`src/rtl/sstx_pkg.sv`:
```
package sstx_pkg;

  // Per-cycle commands from control to datapath
  typedef struct packed {
    logic loadWr;    // write word goes straight into the shift register
    logic loadHold;  // held word moves into the shift register
    logic holdWr;    // write word goes into the holding register
    logic shift;     // advance line to the next bit
    logic clear;     // empty both registers, line low
  } txStrobe_t;

endpackage

```
`src/rtl/sstx_clk_sync.sv`:
```
module sstx_clk_sync #(
  parameter int STAGES = 2
) (
  input  logic clk,
  input  logic rstN,
  input  logic extClk,
  input  logic clkPol,
  output logic launchEdge
);

  // pipe[0..STAGES-1] synchronize, pipe[STAGES] is the previous value
  logic [STAGES:0] pipe;

  always_ff @(posedge clk) begin
    if (!rstN) pipe <= '0;
    else       pipe <= {pipe[STAGES-1:0], extClk};
  end

  logic riseSeen, fallSeen;
  assign riseSeen   =  pipe[STAGES-1] & ~pipe[STAGES];
  assign fallSeen   = ~pipe[STAGES-1] &  pipe[STAGES];
  assign launchEdge = clkPol ? riseSeen : fallSeen;

endmodule

```
`src/rtl/sstx_ctrl.sv`:
```
module sstx_ctrl
  import sstx_pkg::*;
#(
  parameter int DATA_W = 8
) (
  input  logic      clk,
  input  logic      rstN,
  input  logic      active,
  input  logic      wrStrobe,
  input  logic      nineBitMode,
  input  logic      launchEdge,
  output txStrobe_t stb,
  output logic      holdFull,
  output logic      busy
);

  localparam int FRAME_W = DATA_W + 1;
  localparam int CNT_W   = $clog2(FRAME_W + 1);
  localparam logic [CNT_W-1:0] LEN_SHORT = CNT_W'(DATA_W);
  localparam logic [CNT_W-1:0] LEN_LONG  = CNT_W'(FRAME_W);

  logic [CNT_W-1:0] bitsLeft;
  logic             holdNine;
  logic             frameEnd;

  assign frameEnd = busy & launchEdge & (bitsLeft == CNT_W'(1));

  always_comb begin
    stb = '0;
    if (!active) begin
      stb.clear = 1'b1;
    end else if (frameEnd) begin
      if (holdFull) begin
        stb.loadHold = 1'b1;
        stb.holdWr   = wrStrobe;
      end else if (wrStrobe) begin
        stb.loadWr = 1'b1;
      end else begin
        stb.clear = 1'b1;
      end
    end else begin
      stb.shift = busy & launchEdge;
      if (wrStrobe) begin
        if (busy) stb.holdWr = 1'b1;
        else      stb.loadWr = 1'b1;
      end
    end
  end

  always_ff @(posedge clk) begin
    if (!rstN) begin
      busy     <= 1'b0;
      holdFull <= 1'b0;
      holdNine <= 1'b0;
      bitsLeft <= '0;
    end else if (stb.clear) begin
      busy     <= 1'b0;
      holdFull <= 1'b0;
      bitsLeft <= '0;
    end else begin
      if (stb.shift) bitsLeft <= bitsLeft - CNT_W'(1);
      if (stb.loadWr) begin
        busy     <= 1'b1;
        bitsLeft <= nineBitMode ? LEN_LONG : LEN_SHORT;
      end
      if (stb.loadHold) begin
        bitsLeft <= holdNine ? LEN_LONG : LEN_SHORT;
        holdFull <= 1'b0;
      end
      if (stb.holdWr) begin
        holdFull <= 1'b1;
        holdNine <= nineBitMode;
      end
    end
  end

endmodule

```
`src/rtl/sstx_dpath.sv`:
```
module sstx_dpath
  import sstx_pkg::*;
#(
  parameter int DATA_W = 8
) (
  input  logic              clk,
  input  logic              rstN,
  input  txStrobe_t         stb,
  input  logic [DATA_W-1:0] wrData,
  input  logic              nineBitMode,
  input  logic              ninthBit,
  output logic              txData
);

  localparam int FRAME_W = DATA_W + 1;

  logic [FRAME_W-1:0] shiftReg, holdReg, wrFrame;

  assign wrFrame = {nineBitMode & ninthBit, wrData};
  assign txData  = shiftReg[0];

  always_ff @(posedge clk) begin
    if (!rstN || stb.clear) begin
      shiftReg <= '0;
      holdReg  <= '0;
    end else begin
      if (stb.shift)    shiftReg <= shiftReg >> 1;
      if (stb.loadWr)   shiftReg <= wrFrame;
      if (stb.loadHold) shiftReg <= holdReg;
      if (stb.holdWr)   holdReg  <= wrFrame;
    end
  end

endmodule

```
`src/rtl/sync_slave_tx.sv`:
```
module sync_slave_tx
  import sstx_pkg::*;
#(
  parameter int DATA_W      = 8,
  parameter int SYNC_STAGES = 2
) (
  input  logic              clk,
  input  logic              rstN,
  input  logic              extClk,
  input  logic              clkPol,
  input  logic              portEn,
  input  logic              syncEn,
  input  logic              masterSel,
  input  logic              txEn,
  input  logic              contRxEn,
  input  logic              singleRxEn,
  input  logic              nineBitMode,
  input  logic              ninthBit,
  input  logic              wrStrobe,
  input  logic [DATA_W-1:0] wrData,
  input  logic              txIntEn,
  output logic              txData,
  output logic              bufEmpty,
  output logic              shiftEmpty,
  output logic              txIrq
);

  txStrobe_t stb;
  logic      launchEdge, active, holdFull, busy;

  assign active = portEn & syncEn & txEn & ~masterSel & ~contRxEn & ~singleRxEn;

  sstx_clk_sync #(.STAGES(SYNC_STAGES)) u_sync (
    .clk(clk), .rstN(rstN), .extClk(extClk), .clkPol(clkPol),
    .launchEdge(launchEdge)
  );

  sstx_ctrl #(.DATA_W(DATA_W)) u_ctrl (
    .clk(clk), .rstN(rstN), .active(active), .wrStrobe(wrStrobe),
    .nineBitMode(nineBitMode), .launchEdge(launchEdge),
    .stb(stb), .holdFull(holdFull), .busy(busy)
  );

  sstx_dpath #(.DATA_W(DATA_W)) u_dpath (
    .clk(clk), .rstN(rstN), .stb(stb), .wrData(wrData),
    .nineBitMode(nineBitMode), .ninthBit(ninthBit), .txData(txData)
  );

  assign bufEmpty   = ~holdFull;
  assign shiftEmpty = ~busy;
  assign txIrq      = bufEmpty & txIntEn;

endmodule

```
`config.mk`:
```
export PLATFORM = sky130hd
export DESIGN_NAME = sync_slave_tx
export DESIGN_NICKNAME = d
export VERILOG_FILES = /design/src/rtl/sstx_pkg.sv /design/src/rtl/sstx_clk_sync.sv /design/src/rtl/sstx_ctrl.sv /design/src/rtl/sstx_dpath.sv /design/src/rtl/sync_slave_tx.sv
export SDC_FILE = /design/constraint.sdc
export NUM_CORES = 1
export LEC_CHECK = 0
export BUFFER_PORTS_ARGS = -buffer_cell sky130_fd_sc_hd__buf_2
export CAP_MARGIN = 20
export CORE_UTILIZATION = 45
export DETAILED_ROUTE_END_ITERATION = 7
export HOLD_SLACK_MARGIN = 0.06
export PLACE_DENSITY = 0.66
export SLEW_MARGIN = 15
export SYNTH_ARGS = -nofsm -noshare
export SYNTH_HDL_FRONTEND = slang
export SYNTH_SLANG_ARGS = --single-unit
```
`constraint.sdc`:
```
create_clock -name clk -period 2.9 [get_ports clk]
set_input_delay 0 -clock clk [delete_from_list [all_inputs] [get_ports clk]]
set_output_delay 0 -clock clk [all_outputs]
set_load 0.03 [all_outputs]
```
After elaboration in Yosys (flattened, before gate mapping). Cells that the tools add are included.

Register bits: 28. Bits in read-only memories: 0. Memory bits (writable): 0. Bits of input ports: 22. Word-level logic and storage cells: 62. Output and inout bits: 4. Memories kept: 0. Bits in latches: 0.

Multiply operators: 0. Equality and inequality tests: 1. Magnitude comparators: 0. Add/sub/neg operators: 1. Div/mod/pow operators: 0. Bitwise gates (word level): 20. Multiplexer cells: 27. Reductions and logical operators: 6. Shift operators: 0.

Operators with widths (count): two-way mux 9 bit (3); two-way mux 1 bit (19); two-way mux 4 bit (4); bitwise AND 1 bit (11); NOT 1 bit (9); equality test 4 x 1 -> 1 bit (second input constant) (1); subtractor 4 x 1 -> 4 bit (second input constant) (1); nonzero test 3 bit (1); two-way mux 2 bit (1); AND reduction 2 bit (1); nonzero test 2 bit (1); OR reduction 2 bit (1); logical NOT 1 bit (1); logical OR 1 bit (1).

Logic depth before layout (Yosys ltp).
Depth in word-level cells: 10. Depth in mapped cells: 9. Mapped depth without buffers: 7.

Hierarchy. From an unflattened synthesis, not the netlist that was laid out.

Cell total of the unflattened synthesis: 149. Area, all modules: 1463.9 um^2.

By module, submodules not included: sstx_dpath (cells an instance 87, area an instance 859.6 um^2, times used 1, sequential area each 360.3 um^2); sstx_ctrl (cells an instance 48, area an instance 469.2 um^2, times used 1, sequential area each 140.1 um^2); sstx_clk_sync (cells an instance 9, area an instance 102.6 um^2, times used 1, sequential area each 60.1 um^2); sync_slave_tx (cells an instance 5, area an instance 32.5 um^2, times used 1, sequential area each 0.0 um^2).

Worst setup path after synthesis. OpenSTA, ideal clock, no wires.

Path type: reg-to-reg. Start: register u_ctrl.bitsLeft[0]. End: register u_dpath.shiftReg[0]. Stages on the path, launching flop included: 7. Setup slack: 1.208 ns. Data required time: 2.813 ns. Path buffers: 0. Arrival: 1.605 ns. Period minus slack after synthesis: 1.692 ns. Library setup time: 0.087 ns. Cells stage by stage: dfxtp_1 -> ha_1 -> nor3b_4 -> o21ai_2 -> a211oi_4 -> nor2_1 -> o31ai_1.

Cells in the longest elaborated chain, start to end: 6. Elaborated cells on any way between the ends: 12. Classes of those cells: eq/ne: 1; mux: 8; bitwise: 1; reduce/logical: 2.

RTL lines: from (decl) (line sstx_ctrl.sv:22) `logic [CNT_W-1:0] bitsLeft;`; from (signal assigned) (line sstx_ctrl.sv:61) `if (stb.shift) bitsLeft <= bitsLeft - CNT_W'(1);`; from (signal assigned) (line sstx_ctrl.sv:64) `bitsLeft <= nineBitMode ? LEN_LONG : LEN_SHORT;`; from (signal assigned) (line sstx_ctrl.sv:67) `bitsLeft <= holdNine ? LEN_LONG : LEN_SHORT;`; equality test 4 x 1 -> 1 bit * (line sstx_ctrl.sv:26) `assign frameEnd = busy & launchEdge & (bitsLeft == CNT_W'(1));`; bitwise AND 1 bit * (line sstx_ctrl.sv:26); two-way mux 1 bit (line sstx_ctrl.sv:32) `end else if (frameEnd) begin`; two-way mux 4 bit (line sstx_ctrl.sv:30) `if (!active) begin`; two-way mux 9 bit (line sstx_dpath.sv:28) `if (stb.loadWr) shiftReg <= wrFrame;`; two-way mux 9 bit (line sstx_dpath.sv:29) `if (stb.loadHold) shiftReg <= holdReg;`; to (signal assigned) (line sstx_dpath.sv:27) `if (stb.shift) shiftReg <= shiftReg >> 1;`; to (signal assigned) (line sstx_dpath.sv:28); to (signal assigned) (line sstx_dpath.sv:29); to (decl) (line sstx_dpath.sv:17) `logic [FRAME_W-1:0] shiftReg, holdReg, wrFrame;`.

Every way passes the cells marked *; elsewhere a longest branch is shown, timed or not. A chain may end at the register's enable or synchronous reset.

Worst setup path after layout.
Start: register u_ctrl.bitsLeft[1]. End: register u_dpath.holdReg[8].

Cells in the longest elaborated chain, start to end: 5. Elaborated cells on any way between the ends: 7. Classes of those cells: eq/ne: 1; mux: 4; bitwise: 1; reduce/logical: 1.

RTL lines: equality test 4 x 1 -> 1 bit * (line sstx_ctrl.sv:26); bitwise AND 1 bit * (line sstx_ctrl.sv:26); two-way mux 1 bit (line sstx_ctrl.sv:32); two-way mux 1 bit (line sstx_ctrl.sv:30); logical OR 1 bit (line sstx_dpath.sv:23) `if (!rstN || stb.clear) begin`; to (signal assigned) (line sstx_dpath.sv:30) `if (stb.holdWr) holdReg <= wrFrame;`; to (decl) (line sstx_dpath.sv:17).

Marks and branches as above.

==> run_results.csv <==
group,metric,value,unit
outcome,status,"finished, final reports clean",
synth,synth_edf_count,0,
synth,yosys.area_share.simple,28.28,%
synth,synth-main-ff-cell,"dfxtp_1",
die,core_area,3103,sq um
route,wirelength,3363,um
clock_network,cts_setup_buffers,0,
timing,tightest_slew,777.6,ps
global_routing,grt_pass1_wl,5582,um
route,via_count,1319,
synth,synth_compound_area_share,19.08,%
finish,n_antenna_cell,0,
synth,synth_top_area_share,37.49,%
clock_network,cts.htree.levels,1,
route,ant_nets,0,
power_and_ir_drop,fin_total_pwr,0.6331,mW
clock_network,worstSkewPairLatency,330,ps
timing,drv_slew,0,
synth,syn-num-nets,195,
critical_path,reg2reg_slack,290,ps
synth,syn_avg_cell_area,8.744,sq um
global_routing,antenna_found_initial,0,
synth,syn_area,1495,sq um
die,start_util,48.19,%
clock_network,clockBufferDepth,2,
timing,finalSetupViolations,0,
global_routing,gr-total-overflow,0,
route,drc,0,
synth,seq_area_frac_synth,37.49,%
clock_network,cts-resized-gates,0,
finish,final_layout_size_suffix_gt1_share,21.74,%
power_and_ir_drop,power.density,350.9,nW/um^2
route,drt_iter0_drc,63,
timing,setup_tns,0,ps
critical_path,critical_path_class,"register to register",
critical_path,crit_path_max_fanout,12,
die,fp.dieW,59.64,um
clock_network,root_buffer,"clkbuf_4",
timing,finalHoldViolCount,0,
synth,yosys-mux-area-fraction,7.364,%
clock_network,cts_tree,"yes",
die,die_h,59.64,um
timing,fmax,0.3837,GHz
synth,synth_top_family_by_area,"simple AND/OR/NAND/NOR gates",
route,vias_per_cell,5.255,
worst_hold_path,hold_path.class,"primary input to register",
route,drtPass1Iterations,4,
clock_network,cts_sinks,28,
synth,synth_xor_area_share,1.172,%
timing,fin_crit,2606,ps
synth,synthTopCellsByArea,"dfxtp_1 37%, mux2i_1 7.4%, nor2_1 7.0%",
placed_design,dpl.hpwl,2325,um
global_routing,track_usage,21.07,%
synth,synthCells,171,
timing,fin_crit_sh,89.87,%
route,wl_per_cell,13.40,um
flow_run,maxCapViolCount,0,
clock_network,cts_buffers,3,
die,io_pins,26,
placed_design,placed_area,1628,sq um
finish,design_area,1804,sq um
placed_design,gp_congestion,0.8522,
power_and_ir_drop,power.leakage,0.6228,nW
placed_design,io_buffer_count,25,
synth,ys_warn_count,0,
synth,synth_area_leader_cell,"dfxtp_1",
timing,rsz0062_at_grt,"no",
synth,ys_seq_elements,28,
finish,final_nets,232,
critical_path,critPathLaunchType,"register",
global_routing,grt_max_degree,17,
synth,ys_types,43,
finish,nFillCells,303,
critical_path,critPathArrivalTime,2890,ps
synth,synth-adder-area-share,1.674,%
critical_path,required,3180,ps
finish,seqCellArea,560.5,sq um
global_routing,grt_pass1_vias,1250,
synth,synth_commonest_cells,"28 x dfxtp_1, 28 x nor2_1, 22 x nand2_1",
die,row_count,20,
finish,synthToLayoutAreaGrowth,20.67,%
finish,multi_input_area,860.8,sq um
clock_network,clk_pin_slew,160,ps
timing,slew_headroom,48.04,%
synth,synthArstFlopShare,0,%
critical_path,end_kind,"register",
timing,final.setup_skew,9.415,ps
die,dieArea,3557,sq um
power_and_ir_drop,vdd_drop_max,171.6,uV
## per-stage QoR
| step | instances | setup WS [ps] | util, % | hold WS [ps] |
|---|---|---|---|---|
| 4_1_cts | 251 | 309.0 | 58.15 | 93.78 |
| 3_3_place_gp | 233 | 832.0 | 52.46 | 210.9 |
| 5_1_grt | 251 | 170.2 | 58.15 | 114.9 |
| 3_5_place_dp | 233 | 773.7 | 52.46 | 212.2 |
| 6_report | 251 | 293.8 | 58.15 | 90.17 |
| 2_1_floorplan | 171 | 1208 | - | 121.7 |
## worst max-delay path, stage by stage, from the launching register on
cell and delay (ps):
dfxtp_1 370, inv_1 60, ha_1 210, nor4b_2 170, o21ai_1 190, and4_1 690
nand3_1 150, dlygate4sd3_1 590, a21oi_1 120
## path summary, 6_finish.rpt
check                     startpoint                  to  depth (start not counted)
setup / recovery  u_ctrl.bitsLeft[1]  u_dpath.holdReg[8]                          8
hold / removal              wrStrobe         u_ctrl.busy                          3
setup reg to reg  u_ctrl.bitsLeft[1]  u_dpath.holdReg[8]                          8
hold reg to reg       u_sync.pipe[0]      u_sync.pipe[1]                          1
## per-layer routing
layer  track usage (%)  vias to the layer above  share of wire (%)
met2             34.76                       51                 46
met5                 0                        -                  0
met4             9.302                        0                3.5
met1             26.58                      592                 46
met3             3.930                       13                4.9
li1                  -                      663                  -
## timing repair
action                                  CTS  global route
endpoints found under the setup margin    0             0
hold buffers                             14             0
hold endpoints to repair                 23             0
## cell type report
type | instances | area share, %
multi-input combinational | 129 | 47.71
tap | 44 | 3.051
inverter | 7 | 1.456
clock buffer | 4 | 2.011
timing repair buffer | 39 | 14.70
sequential | 28 | 31.07
## state kept, by name, summed over array words and instances, names as in the netlist
register and cells:
u_ctrl.holdNine 1, u_sync.pipe 3, u_ctrl.bitsLeft 4, u_ctrl.busy 1
u_ctrl.holdFull 1, u_dpath.shiftReg 9, u_dpath.holdReg 9
## power by group
group | internal [mW] | switching [mW]
clock | 0.0769 | 0.119
sequential | 0.387 | 0.000681
combinational | 0.0275 | 0.0227
## cell families after synthesis
logic type               after synthesis
adder cells (fa/ha/maj)                2
AO/OA/AOI/OAI                         36
XOR/XNOR                               2
buffers and inverters                 14
flip-flops                            28
multiplexers                          11
AND/OR/NAND/NOR                       78
## cells in the final DEF, fill, tap and decap left out, types with 3 or more instances in the layout
cell type,instances
clkbuf_4,3
o31ai_1,8
nand3_1,3
nand2_1,22
dlygate4sd3_1,14
a21o_1,8
a21oi_1,9
buf_2,25
mux2i_1,11
nor2b_1,3
inv_1,7
dfxtp_1,28
and2_1,3
nor2_1,28
o21ai_0,3
Power figures use the tool's default switching activity.
